`src/rtl/cfgw_pkg.sv`:
```
package cfgw_pkg;
  localparam int BYTE_W = 8;

  typedef enum logic [2:0] {
    ST_IDLE,
    ST_ADDR,
    ST_CMD,
    ST_CNT,
    ST_DATA,
    ST_IGNORE
  } cfgw_state_e;
endpackage

```
`src/rtl/cfgw_sync.sv`:
```
// Multi-flop synchronizer for one asynchronous line; STAGES must be >= 2.
module cfgw_sync #(
  parameter int   STAGES  = 2,
  parameter logic RST_VAL = 1'b1
) (
  input  logic clk,
  input  logic rst,
  input  logic din,
  output logic dout
);
  logic [STAGES-1:0] pipe;

  always_ff @(posedge clk) begin
    if (rst) pipe <= {STAGES{RST_VAL}};
    else     pipe <= {pipe[STAGES-2:0], din};
  end

  assign dout = pipe[STAGES-1];
endmodule

```
`src/rtl/cfgw_cond.sv`:
```
// Edge and bus-condition detector on synchronized SCL/SDA levels.
module cfgw_cond (
  input  logic clk,
  input  logic rst,
  input  logic scl_s,
  input  logic sda_s,
  output logic scl_rise,
  output logic scl_fall,
  output logic start_det,
  output logic stop_det
);
  logic scl_q, sda_q;

  always_ff @(posedge clk) begin
    if (rst) begin
      scl_q <= 1'b1;
      sda_q <= 1'b1;
    end else begin
      scl_q <= scl_s;
      sda_q <= sda_s;
    end
  end

  assign scl_rise  =  scl_s & ~scl_q;
  assign scl_fall  = ~scl_s &  scl_q;
  // SDA moving while SCL stays high marks a bus condition
  assign start_det =  scl_s & scl_q &  sda_q & ~sda_s;
  assign stop_det  =  scl_s & scl_q & ~sda_q &  sda_s;
endmodule

```
`src/rtl/cfgw_regbank.sv`:
```
// Register bank with a single write port; out-of-range indices are dropped.
module cfgw_regbank import cfgw_pkg::*; #(
  parameter int NUM_REGS = 6,
  parameter int IDX_W    = 6
) (
  input  logic                       clk,
  input  logic                       rst,
  input  logic                       wr_en,
  input  logic [IDX_W-1:0]           wr_idx,
  input  logic [BYTE_W-1:0]          wr_data,
  output logic [NUM_REGS*BYTE_W-1:0] cfg_o
);
  localparam int SEL_W = (NUM_REGS > 1) ? $clog2(NUM_REGS) : 1;

  logic [BYTE_W-1:0] regs [NUM_REGS];

  always_ff @(posedge clk) begin
    if (rst) begin
      for (int i = 0; i < NUM_REGS; i++) regs[i] <= '0;
    end else if (wr_en && (wr_idx < IDX_W'(NUM_REGS))) begin
      regs[wr_idx[SEL_W-1:0]] <= wr_data;
    end
  end

  for (genvar g = 0; g < NUM_REGS; g++) begin : g_flat
    assign cfg_o[g*BYTE_W +: BYTE_W] = regs[g];
  end
endmodule

```
`src/rtl/cfgw_slave.sv`:
```
// Block-write-only two-wire configuration slave.
module cfgw_slave import cfgw_pkg::*; #(
  parameter logic [6:0] SLV_ADDR    = 7'h69,
  parameter int         NUM_REGS    = 6,
  parameter int         MAX_BYTES   = 32,
  parameter int         SYNC_STAGES = 2
) (
  input  logic                       clk,
  input  logic                       rst,
  input  logic                       scl_i,
  output logic                       scl_oe,
  input  logic                       sda_i,
  output logic                       sda_oe,
  output logic [NUM_REGS*BYTE_W-1:0] cfg_o
);
  localparam int IDX_W = $clog2(MAX_BYTES + 1);
  localparam logic [BYTE_W-1:0] ADDR_WR  = {SLV_ADDR, 1'b0};
  localparam logic [BYTE_W-1:0] MAX_B8   = BYTE_W'(MAX_BYTES);
  localparam logic [3:0]        BIT_LAST = 4'd8;  // eight bits shifted in
  localparam logic [3:0]        BIT_ACK  = 4'd9;  // inside the ack slot

  logic scl_s, sda_s;
  logic scl_rise, scl_fall, start_det, stop_det;

  cfgw_state_e       state;
  logic [3:0]        bit_cnt;
  logic [BYTE_W-1:0] shreg;
  logic [IDX_W-1:0]  byte_idx;
  logic [IDX_W-1:0]  byte_cnt;
  logic              wr_en;
  logic [IDX_W-1:0]  wr_idx;
  logic [BYTE_W-1:0] wr_data;
  logic [IDX_W-1:0]  cnt_clamped;

  cfgw_sync #(.STAGES(SYNC_STAGES), .RST_VAL(1'b1)) u_sync_scl (
    .clk(clk), .rst(rst), .din(scl_i), .dout(scl_s));
  cfgw_sync #(.STAGES(SYNC_STAGES), .RST_VAL(1'b1)) u_sync_sda (
    .clk(clk), .rst(rst), .din(sda_i), .dout(sda_s));

  cfgw_cond u_cond (
    .clk(clk), .rst(rst), .scl_s(scl_s), .sda_s(sda_s),
    .scl_rise(scl_rise), .scl_fall(scl_fall),
    .start_det(start_det), .stop_det(stop_det));

  assign cnt_clamped = (shreg > MAX_B8) ? IDX_W'(MAX_BYTES) : IDX_W'(shreg);
  assign scl_oe      = 1'b0;

  always_ff @(posedge clk) begin
    if (rst) begin
      state    <= ST_IDLE;
      bit_cnt  <= '0;
      shreg    <= '0;
      sda_oe   <= 1'b0;
      byte_idx <= '0;
      byte_cnt <= '0;
      wr_en    <= 1'b0;
      wr_idx   <= '0;
      wr_data  <= '0;
    end else begin
      wr_en <= 1'b0;
      if (start_det) begin
        state    <= ST_ADDR;
        bit_cnt  <= '0;
        sda_oe   <= 1'b0;
        byte_idx <= '0;
      end else if (stop_det) begin
        state   <= ST_IDLE;
        bit_cnt <= '0;
        sda_oe  <= 1'b0;
      end else if (state != ST_IDLE && state != ST_IGNORE) begin
        if (scl_rise && bit_cnt < BIT_LAST) begin
          shreg   <= {shreg[BYTE_W-2:0], sda_s};
          bit_cnt <= bit_cnt + 1'b1;
        end else if (scl_fall && bit_cnt == BIT_LAST) begin
          // byte complete: enter the ack slot
          bit_cnt <= BIT_ACK;
          sda_oe  <= 1'b1;
          case (state)
            ST_ADDR: begin
              if (shreg == ADDR_WR) begin
                state <= ST_CMD;
              end else begin
                state   <= ST_IGNORE;
                sda_oe  <= 1'b0;
                bit_cnt <= '0;
              end
            end
            ST_CMD: state <= ST_CNT;
            ST_CNT: begin
              byte_cnt <= cnt_clamped;
              byte_idx <= '0;
              state    <= ST_DATA;
            end
            ST_DATA: begin
              if (byte_idx < byte_cnt) begin
                wr_en   <= 1'b1;
                wr_idx  <= byte_idx;
                wr_data <= shreg;
              end
              if (byte_idx < IDX_W'(MAX_BYTES)) byte_idx <= byte_idx + 1'b1;
            end
            default: ;
          endcase
        end else if (scl_fall && bit_cnt == BIT_ACK) begin
          sda_oe  <= 1'b0;
          bit_cnt <= '0;
        end
      end
    end
  end

  cfgw_regbank #(.NUM_REGS(NUM_REGS), .IDX_W(IDX_W)) u_bank (
    .clk(clk), .rst(rst), .wr_en(wr_en), .wr_idx(wr_idx),
    .wr_data(wr_data), .cfg_o(cfg_o));
endmodule

```
`config.mk`:
```
export PLATFORM = sky130hd
export DESIGN_NAME = cfgw_slave
export DESIGN_NICKNAME = d
export VERILOG_FILES = /design/src/rtl/cfgw_pkg.sv /design/src/rtl/cfgw_sync.sv /design/src/rtl/cfgw_cond.sv /design/src/rtl/cfgw_regbank.sv /design/src/rtl/cfgw_slave.sv
export SDC_FILE = /design/constraint.sdc
export NUM_CORES = 1
export LEC_CHECK = 0
export BUFFER_PORTS_ARGS = -buffer_cell sky130_fd_sc_hd__buf_2
export CAP_MARGIN = 5
export CORE_MARGIN = 1.5
export CORE_UTILIZATION = 30
export CTS_CLUSTER_DIAMETER = 100
export DETAILED_ROUTE_END_ITERATION = 8
export GPL_TIMING_DRIVEN = 0
export SLEW_MARGIN = 20
export SYNTH_ARGS = -nofsm -noshare
export SYNTH_HDL_FRONTEND = slang
export SYNTH_SLANG_ARGS = --single-unit
```
`constraint.sdc`:
```
create_clock -name clk -period 2.71 [get_ports clk]
set_input_delay 0.542 -clock clk [delete_from_list [all_inputs] [get_ports clk]]
set_output_delay 0.542 -clock clk [all_outputs]
set_load 0.02 [all_outputs]
```
==> impl_metrics.yaml <==
global_routing:
  track_usage_pct: 11.8
  grt_start_max_net_pins: 21
  grt_pass1_vias: 2631
  grt_first_pass_wirelength_um: 13500
  antenna_found_initial: 0
  grt_overflow: 0
critical_path:
  crit_path_end_kind: "flip-flop"
  crit_type: "flip-flop to flip-flop"
  reg2reg_from: "bit_cnt[0]"
  crit_chain: "inv_1, ha_1, clkbuf_1, and2_4, o2111a_1, buf_6, buf_8, mux2i_1"
  crit_buf_inv: 4
  r2r-end: "wr_idx[2]"
  cp-start-kind: "flip-flop"
  reg2reg_depth: 8
  worst-path-max-fanout: 10
  cp_slowest_stage_delay_ps: 350
  crit_arrival_ps: 2260
  cp_top_family: "buffers and inverters"
  cpMaxStageDelayCell: "clkbuf_1"
  worst-path-stages: 8
  rrSetupSlack_ps: 720
  crit_required_ps: 2980
drt:
  drt_iter0_drc: 120
  finalWirelength_um: 8170
  via_per_inst: 4.67
  drtPass1Iterations: 6
  num_vias: 2818
  antenna_left: 0
  drcViolationCount: 0
  avgRoutedWirePerCell_um: 13.5
placed_design:
  place_ws_ps: 428
  gp_congestion: 0.825
  hpwl_um: 5990
  dp_cells: 587
  port_buffers: 52
finish:
  areaGrowthSynthToFinish_pct: 18.9
  fillers: 1337
  instances_no_fill: 603
  multi_input_area_mm2: 0.00158
  seqCellArea_mm2: 0.00242
  fin_nets: 435
  drive_above_1_share_pct: 21.3
  antenna_cells: 0
clock_network:
  cts_setup_buffers: 0
  ctsResizeCount: 0
  clock_sinks: 97
  cts_tree: "built"
  clkLatencyLatePin_ps: 350
  hold_buffers: 0
  clock_path_buffers: 2
  h-tree-depth: 3
  root_buffer: "clkbuf_16"
  clk_pin_slew_ps: 70
  cts_buffers: 9
job:
  maxCapViolCount: 0
hold_path:
  holdCritStartpoint: "sda_i"
  min_path_type: "primary input to flip-flop"
  holdPathEnd: "u_sync_sda.pipe[0]"
  holdPathStages: 2
timing:
  fmax_ghz: 0.502
  grt_setup_unrepaired: "false"
  hold_violations: 0
  finalCritPeriodShare_pct: 73.5
  slew_headroom_pct: 31.9
  drv_slew: 0
  setup-violations-final: 0
  setup_ws_ps: 718
  whs_ps: 383
  setup_tns_ps: 0
  worstMarginPinSlew_ps: 1010
  finClkSkew_ps: 11.7
  period_minus_slack_ps: 1990
logic_synthesis:
  yosysSeqAreaShare_pct: 58.7
  yosysWarnings: 0
  synthCells: 359
  async_reset_ff_share_pct: 0
  synth_edf_count: 48
  synth.distinct_cells: 57
  syn_nets: 372
  syn_area_mm2: 0.00413
  avgSynthCellArea_um2: 11.5
  synth-main-ff-cell: "dfxtp_1"
  synth_seq_cells: 97
floorplanning:
  fp.dieW_um: 120
  die-area_mm2: 0.0145
  rows: 42
  coreArea_mm2: 0.0133
  initial_utilization_pct: 30.9
  boundaryPins: 54
  dieHeight_um: 120
pwr:
  power_density_mw_per_mm2: 605
  p_leak_nw: 1.86
  ir_drop_mv: 0.289
  power_mw: 2.97
run_status:
  status: "finished clean"
## kinds of logic (layout without fill, tap and decap cells)
| kind of cell | count (synthesis) | after routing | share of synthesized area [%] |
|---|---|---|---|
| buffers and inverters | 26 | 94 | 3.18 |
| xor gates and xnor gates | 6 | 6 | 1.45 |
| muxes | 24 | 24 | 5.82 |
| adders and majority gates | 9 | 9 | 2.73 |
| AOI/OAI and AO/OA | 44 | 44 | 7.85 |
| DFF | 97 | 97 | 58.7 |
| and+or+nand+nor | 152 | 152 | 20.2 |
| other | 1 | 1 | 0.0908 |
## flip-flops by register name (all words and copies together) (netlist names)
signal	cells
wr_data	8
byte_cnt	6
sda_oe	1
byte_idx	6
wr_en	1
u_cond.sda_q	1
u_sync_scl.pipe	2
wr_idx	6
state	3
bit_cnt	4
shreg	8
u_cond.scl_q	1
u_bank.regs	48
u_sync_sda.pipe	2
## report_power, final
group	total, mW	switching (mW)	internal (mW)
sequential	1.58	0.0119	1.57
clock	1.25	0.594	0.656
combinational	0.140	0.100	0.0395
## final cells by class
type	instances	share of cell area (%)
tap	176	4.48
buffer	16	1.91
clock buffer	9	4.59
clock inverter	7	1.55
inverter	10	0.764
multi-input combinational	236	32.1
sequential	97	49.3
timing repair buffer	52	5.30
## worst max-delay path by stage
stage / end / slack [ps] / startpoint
detailed placement: u_bank.regs[2][3] / 430 / wr_idx[2]
global placement: u_bank.regs[2][1] / 520 / wr_idx[2]
CTS: u_bank.regs[2][2] / 420 / wr_idx[2]
floorplan: u_bank.regs[2][0] / 840 / wr_idx[2]
global route: wr_idx[2] / 550 / bit_cnt[0]
finish: wr_idx[2] / 720 / bit_cnt[0]
## Yosys cell counts (all sizes together) (2+ instances only)
| library cell | number | area, µm² |
|---|---|---|
| nor3 | 7 | 35.0 |
| and3 | 2 | 12.5 |
| ha | 9 | 113 |
| a22oi | 5 | 37.5 |
| nand4b | 2 | 17.5 |
| nand3 | 6 | 30.0 |
| a21oi | 4 | 20.0 |
| nor4b | 3 | 32.5 |
| o31a | 2 | 17.5 |
| mux2i | 24 | 240 |
| dfxtp | 49 | 981 |
| o21ai | 9 | 48.8 |
| and2 | 50 | 315 |
| or2 | 6 | 37.5 |
| clkbuf | 9 | 33.8 |
| nor2b | 2 | 12.5 |
| and4 | 2 | 17.5 |
| edfxtp | 48 | 1440 |
| nor2 | 26 | 97.6 |
| xor2 | 5 | 51.3 |
| a31oi | 3 | 18.8 |
| nor3b | 2 | 20.0 |
| a211oi | 2 | 15.0 |
| o21a | 3 | 22.5 |
| o2111ai | 4 | 35.0 |
| nand2 | 36 | 135 |
| o211ai | 3 | 22.5 |
| buf | 7 | 60.1 |
| inv | 10 | 37.5 |
## per-layer routing
metal,share of wire [%],up-vias,GRT usage [%]
li1,-,1402,-
met1,47,1335,15.8
met2,47,73,19.5
met3,5.3,8,2.88
met4,0.91,0,2.87
met5,0,-,0
## per-stage QoR
stage,utilization [%],area [µm²]
2_1_floorplan,-,4130
3_3_place_gp,34.5,4610
3_5_place_dp,34.5,4610
4_1_cts,36.8,4910
5_1_grt,36.8,4910
6_report,36.8,4910
## layout by cell type (no fill, tap or decap), types with 3 or more instances in the layout
master and n:
o21a_1 3, a31oi_1 3, clkbuf_1 9, o21ai_0 3
inv_8 3, buf_2 55, a21oi_1 4, xor2_1 4
clkbuf_16 9, dfxtp_1 49, o2111ai_1 4, o211ai_1 3
mux2i_1 24, or2_2 6, nor2_1 26, inv_1 9
o21ai_1 5, and2_1 49, nor3_1 7, edfxtp_1 48
ha_1 9, a22oi_1 5, nand2_1 36, nand3_1 6
Note: power is estimated with default switching activity, not from simulation.
